### src/rtl/burst_read_seq.sv
module burst_read_seq #(
  parameter int AW = 8
) (
  input  logic          clk,
  input  logic          rst_n,
  input  logic          chip_en,
  input  logic          burst_go,
  input  logic [AW-1:0] start_addr,
  input  logic [1:0]    cfg_len,
  input  logic          cfg_nowrap,
  input  logic          cfg_ilv,
  input  logic          cfg_wait_early,
  input  logic          cfg_wait_hi,
  input  logic          cfg_hold2,
  input  logic [2:0]    cfg_lat,
  output logic [AW-1:0] arr_addr,
  output logic [15:0]   dout,
  output logic          dvalid,
  output logic          wait_o
);

  typedef enum logic [2:0] {S_IDLE, S_LAT, S_DATA, S_STALL, S_DONE} st_t;

  st_t           st, st_n;
  logic [3:0]    cnt, cnt_n;
  logic          hold_c, hold_n;
  logic          stalled, stalled_n;
  logic [AW-1:0] k, k_n;

  logic [AW-1:0] s_q;
  logic [1:0]    len_q;
  logic          nowrap_q, ilv_q, early_q, hold2_q;
  logic [2:0]    lat_q;

  wire           run    = burst_go && chip_en;
  wire [2:0]     lat_in = (cfg_lat < 3'd2) ? 3'd2 : cfg_lat;
  wire           cont   = (len_q == 2'd3);
  wire           lin    = nowrap_q || cont;
  wire [AW-1:0]  msk    = (AW'(4) << len_q) - AW'(1);
  wire [AW-1:0]  kn1    = k + AW'(1);
  wire [AW-1:0]  nxt_a  = s_q + kn1;
  wire [3:0]     lsum   = {1'b0, lat_q} + {2'b00, s_q[1:0]};
  wire [3:0]     gap    = (lsum > 4'd4) ? lsum - 4'd4 : 4'd0;
  wire           word_done = !hold2_q || hold_c;
  wire           row_cross = lin && !stalled && (s_q[1:0] != 2'd0) &&
                             (gap != 4'd0) && (nxt_a[3:0] == 4'd0);

  wire [AW-1:0]  a_lin  = s_q + k;
  wire [AW-1:0]  a_wrap = (s_q & ~msk) | (a_lin & msk);
  wire [AW-1:0]  a_ilv  = (s_q & ~msk) | ((s_q ^ k) & msk);

  assign arr_addr = lin ? a_lin : (ilv_q ? a_ilv : a_wrap);

  always_comb begin
    st_n      = st;
    cnt_n     = cnt;
    hold_n    = hold_c;
    stalled_n = stalled;
    k_n       = k;
    case (st)
      S_IDLE: if (run) begin
        st_n      = S_LAT;
        cnt_n     = {1'b0, lat_in};
        stalled_n = 1'b0;
      end
      S_LAT: if (cnt == 4'd1) begin
        st_n   = S_DATA;
        k_n    = '0;
        hold_n = 1'b0;
      end else cnt_n = cnt - 4'd1;
      S_DATA: if (!word_done) hold_n = 1'b1;
      else if (!cont && k == msk) st_n = S_DONE;
      else begin
        k_n    = kn1;
        hold_n = 1'b0;
        if (row_cross) begin
          st_n      = S_STALL;
          cnt_n     = gap;
          stalled_n = 1'b1;
        end
      end
      S_STALL: if (cnt == 4'd1) st_n = S_DATA;
      else cnt_n = cnt - 4'd1;
      default: st_n = st;
    endcase
    if (!run) st_n = S_IDLE;
  end

  always_ff @(posedge clk) begin
    if (!rst_n) begin
      st <= S_IDLE; cnt <= '0; hold_c <= 1'b0; stalled <= 1'b0; k <= '0;
      s_q <= '0; len_q <= '0; nowrap_q <= 1'b0; ilv_q <= 1'b0;
      early_q <= 1'b0; hold2_q <= 1'b0; lat_q <= 3'd2;
    end else begin
      st <= st_n; cnt <= cnt_n; hold_c <= hold_n; stalled <= stalled_n; k <= k_n;
      if (st == S_IDLE && run) begin
        s_q <= start_addr; len_q <= cfg_len; nowrap_q <= cfg_nowrap;
        ilv_q <= cfg_ilv; early_q <= cfg_wait_early; hold2_q <= cfg_hold2;
        lat_q <= lat_in;
      end
    end
  end

  wire inv_now = (st == S_LAT) || (st == S_STALL);
  wire inv_nxt = (st_n == S_LAT) || (st_n == S_STALL);
  wire in_bst  = (st == S_LAT) || (st == S_DATA) || (st == S_STALL);
  wire act     = early_q ? (in_bst && inv_nxt) : inv_now;

  assign dvalid = (st == S_DATA);
  assign dout   = dvalid ? {8'(arr_addr) ^ 8'hC3, 8'(arr_addr)} : 16'h0000;
  assign wait_o = act ? cfg_wait_hi : ~cfg_wait_hi;

endmodule


### config.mk
export PLATFORM = sky130hd
export DESIGN_NAME = burst_read_seq
export DESIGN_NICKNAME = d
export VERILOG_FILES = /design/src/rtl/burst_read_seq.sv
export SDC_FILE = /design/constraint.sdc
export NUM_CORES = 1
export LEC_CHECK = 0
export BUFFER_PORTS_ARGS = -buffer_cell sky130_fd_sc_hd__buf_2
export CAP_MARGIN = 20
export CORE_ASPECT_RATIO = 1.5
export CORE_MARGIN = 2
export CORE_UTILIZATION = 50
export CTS_CLUSTER_SIZE = 25
export DETAILED_ROUTE_END_ITERATION = 12
export GPL_ROUTABILITY_DRIVEN = 0
export MAX_ROUTING_LAYER = met4
export PLACE_DENSITY = 0.73
export SYNTH_ARGS = -nofsm -noshare
export SYNTH_HDL_FRONTEND = slang
export SYNTH_SLANG_ARGS = --single-unit
### constraint.sdc
create_clock -name clk -period 2.6 [get_ports clk]
set_input_delay 0 -clock clk [delete_from_list [all_inputs] [get_ports clk]]
set_output_delay 0 -clock clk [all_outputs]
set_load 0.1 [all_outputs]
==> impl_metrics.yaml <==
outcome:
  run_status: "complete, but fails checks"
  failing_checks: "hold timing, setup timing"
worst_hold_path:
  timing.hold.worst.start: "burst_go"
  endpoint_worst_hold: "st[1]"
  hold_depth: 3
  worstHoldPathType: "primary input to register"
setup_path:
  critical_path_buf_inv_count: 4
  critical_path.reg2reg.startpoint: "len_q[0]"
  path_class: "register to primary output"
  setup.reg_to_reg.worst_slack_ns: 0.17
  critPathCaptureType: "primary output"
  crit_path_cell_trace: "buf_4 > buf_6 > ha_4 > inv_2 > fa_2 > nor2b_4 > o21ai_2 > a21boi_2 > o21ai_2 > a211o_1 > a21oi_4 > buf_12"
  cpMostUsedCell: "sky130_fd_sc_hd__o21ai_2"
  peak_per_stage_delay_on_the_critical_path_ns: 0.39
  cp-start-kind: "register"
  arrival_ns: 2.67
  worst_path_max_delay_cell: "sky130_fd_sc_hd__dfxtp_4"
  cp_data_required_time_ns: 2.60
  crit-reg2reg-capture: "k[2]"
  rr_worst_depth: 9
  crit_path_max_fanout: 4
  critPathTopFamily: "compound AO/OA/AOI/OAI gates"
logic_synthesis:
  ys.warnings.count: 0
  ys.flop_type: "sky130_fd_sc_hd__dfxtp_1"
  synth.mux.area_fraction: 0.0122
  postSynth.asyncResetShare: 0
  top_post_synthesis_cells_by_count: "56 x sky130_fd_sc_hd__nand2_1, 42 x sky130_fd_sc_hd__a21oi_1, 34 x sky130_fd_sc_hd__dfxtp_1"
  synth.ff_latch_count: 34
  avgSynthCellArea_um2: 7.66
  synthCells: 334
  synth.largest_area_cell: "sky130_fd_sc_hd__dfxtp_1"
  combinational_family_with_the_most_area_after_synthesis: "simple AND/OR/NAND/NOR gates"
  synth_edf_count: 0
  synth-compound-area-share: 0.243
  yosys-top-cells-area: "sky130_fd_sc_hd__dfxtp_1 27%, sky130_fd_sc_hd__a21oi_1 8.2%, sky130_fd_sc_hd__nand2_1 8.2%"
  synth-adder-area-share: 0.102
  yosysTopAreaCellShare: 0.266
  synth_seq_area_share: 0.266
  yosys.cell_count.top_type: "sky130_fd_sc_hd__nand2_1"
  post_synth_and_or_nand_nor_area_fraction: 0.252
  synth_xor_area_frac: 0.0547
  yosysUniqueCellTypes: 60
  synthesis.nets: 375
  post_synth_instance_area_um2: 2560
final_layout:
  number_of_diodes: 0
  final.fill_count: 368
  area_growth_syn_to_layout_pct: 42.8
  finalNetCount: 452
  layout-drive-gt1-share: 0.330
  final_area_um2: 3650
  layout.core_utilization: 0.748
clock_tree:
  tritoncts_buffers: 5
  cts_sinks: 34
  worst_skew_pair.late_latency_ns: 0.29
  clock_tree.root_cell: "sky130_fd_sc_hd__clkbuf_8"
  htree_levels: 2
  tritoncts: "yes"
  cts_buffer_depth: 2
  cts.clk_slew.worst_paths_ns: 0.07
detailed_routing:
  vias_per_cell: 5.70
  wl_um: 7350
  routed-via-count: 2726
  routedWlPerCell_um: 15.4
  post-route-drc-count: 0
  ant_nets: 0
  first_iter_violations: 157
  drt_first_pass_iters: 4
sta:
  final.min_clock_period_ns: 2.67
  unrepaired_setup_endpoints_after_global_routing: "yes"
  timing_max_transition_violations_final: 0
  fmax_mhz: 375
  setup_viol: 6
  fin_worst_skew_ns: 0.00614
  finalHoldViolations: 1
  hold_ws_ns: -0.00233
  timing_worst_slew_pin_value_ns: 0.760
  finalWorstSetupSlack_ns: -0.0680
  period_share: 1.03
  maxSlewHeadroom: 0.494
die:
  die_height_um: 91.6
  floorplan.core_area_um2: 4890
  fp.dieW_um: 62.4
  placement_rows: 31
  io_pins: 48
  die-area_um2: 5720
  start_util: 0.524
place:
  placed_area_um2: 3130
  io_buffers: 47
  dpl_worst_slack_ns: 0.0333
  place.detailed.hpwl_um: 5150
power_and_ir_drop:
  power.leakage_nw: 1.49
  finalPower_mw: 1.31
  power_density_nw_per_um2: 360
  ir_worst_vdd_v: 0.000249
grt:
  number_of_global_route_vias_before_repair: 2795
  grt_util_all_layers: 0.269
  grt.overflow.total: 0
  grt_pass1_wl_um: 12200
  grt_max_degree: 19
  antenna_found_initial: 0
flow_run:
  max_cap_violations: 0
## report_power, final
part           switching, mW  total (mW)  internal (mW)
clock network          0.196       0.410          0.214
registers             0.0251       0.561          0.536
logic                  0.213       0.343          0.130
## logic make-up after synthesis
| group | after synthesis |
|---|---|
| simple gates | 133 |
| compound gates | 97 |
| flops | 34 |
| buf+inv | 32 |
| fa+ha+maj | 19 |
| xor+xnor | 16 |
| mux | 3 |
## registers in the layout, indices dropped and copies added (netlist names)
signal / cells
st: 3
s_q: 8
nowrap_q: 1
hold_c: 1
hold2_q: 1
ilv_q: 1
k: 8
early_q: 1
stalled: 1
cnt: 4
len_q: 2
lat_q: 3
## metrics by stage
stage                     TNS [ns]  cells
after floorplan             -0.215    334
after global placement           0    445
after detailed placement         0    445
after CTS                  -0.0747    476
after global routing         -1.05    478
final                       -0.251    478
## tightest hold or removal path, stage by stage
cell and delay [ns]:
sky130_fd_sc_hd__buf_2 0.11, sky130_fd_sc_hd__nand3_1 0.09, sky130_fd_sc_hd__a21oi_1 0.04
## routing by layer
layer | track usage | wire [um]
met1 | 0.267 | 2830
met2 | 0.490 | 3910
met3 | 0.0466 | 315
met4 | 0.156 | 293
met5 | - | 0
## worst max-delay path by stage
stage | cells after the start | slack (ns) | startpoint | endpoint
floorplan | 10 | -0.21 | s_q[0] | dout[12]
global placement | 10 | 0.06 | k[0] | wait_o
detailed placement | 10 | 0.03 | k[0] | wait_o
CTS | 10 | -0.07 | k[0] | wait_o
global route | 11 | -0.17 | len_q[0] | wait_o
finish | 12 | -0.07 | k[0] | dout[6]
## cell usage in the layout (no fill, tap or decap), types with 6 or more instances in the layout
cell,count
sky130_fd_sc_hd__dlygate4sd3_1,17
sky130_fd_sc_hd__ha_1,9
sky130_fd_sc_hd__buf_2,35
sky130_fd_sc_hd__inv_1,13
sky130_fd_sc_hd__dfxtp_1,29
sky130_fd_sc_hd__nand3_1,7
sky130_fd_sc_hd__o21ai_0,15
sky130_fd_sc_hd__a21oi_1,36
sky130_fd_sc_hd__buf_4,21
sky130_fd_sc_hd__nor2_1,27
sky130_fd_sc_hd__xnor2_1,9
sky130_fd_sc_hd__buf_12,7
sky130_fd_sc_hd__clkbuf_8,6
sky130_fd_sc_hd__nand2_1,55
## what timing repair did
item | CTS | global route
setup endpoints to repair | 9 | 18
endpoints found under the hold margin | 17 | 0
hold buffers | 17 | 0
gates cloned | 0 | 0
resized for setup | 22 | 32
buffers inserted | 6 | 5
pin swaps | 9 | 11
## cell type report
class / instances / area, um^2 / share of cell area
Multi-Input combinational cell: 268 / 2020 / 0.553
Inverter: 16 / 62.6 / 0.0171
Timing Repair Buffer: 86 / 707 / 0.193
Clock inverter: 1 / 5.00 / 0.00137
Clock buffer: 7 / 86.3 / 0.0236
Sequential cell: 34 / 692 / 0.189
Tap cell: 66 / 82.6 / 0.0226
(Power assumes the default switching activity.)
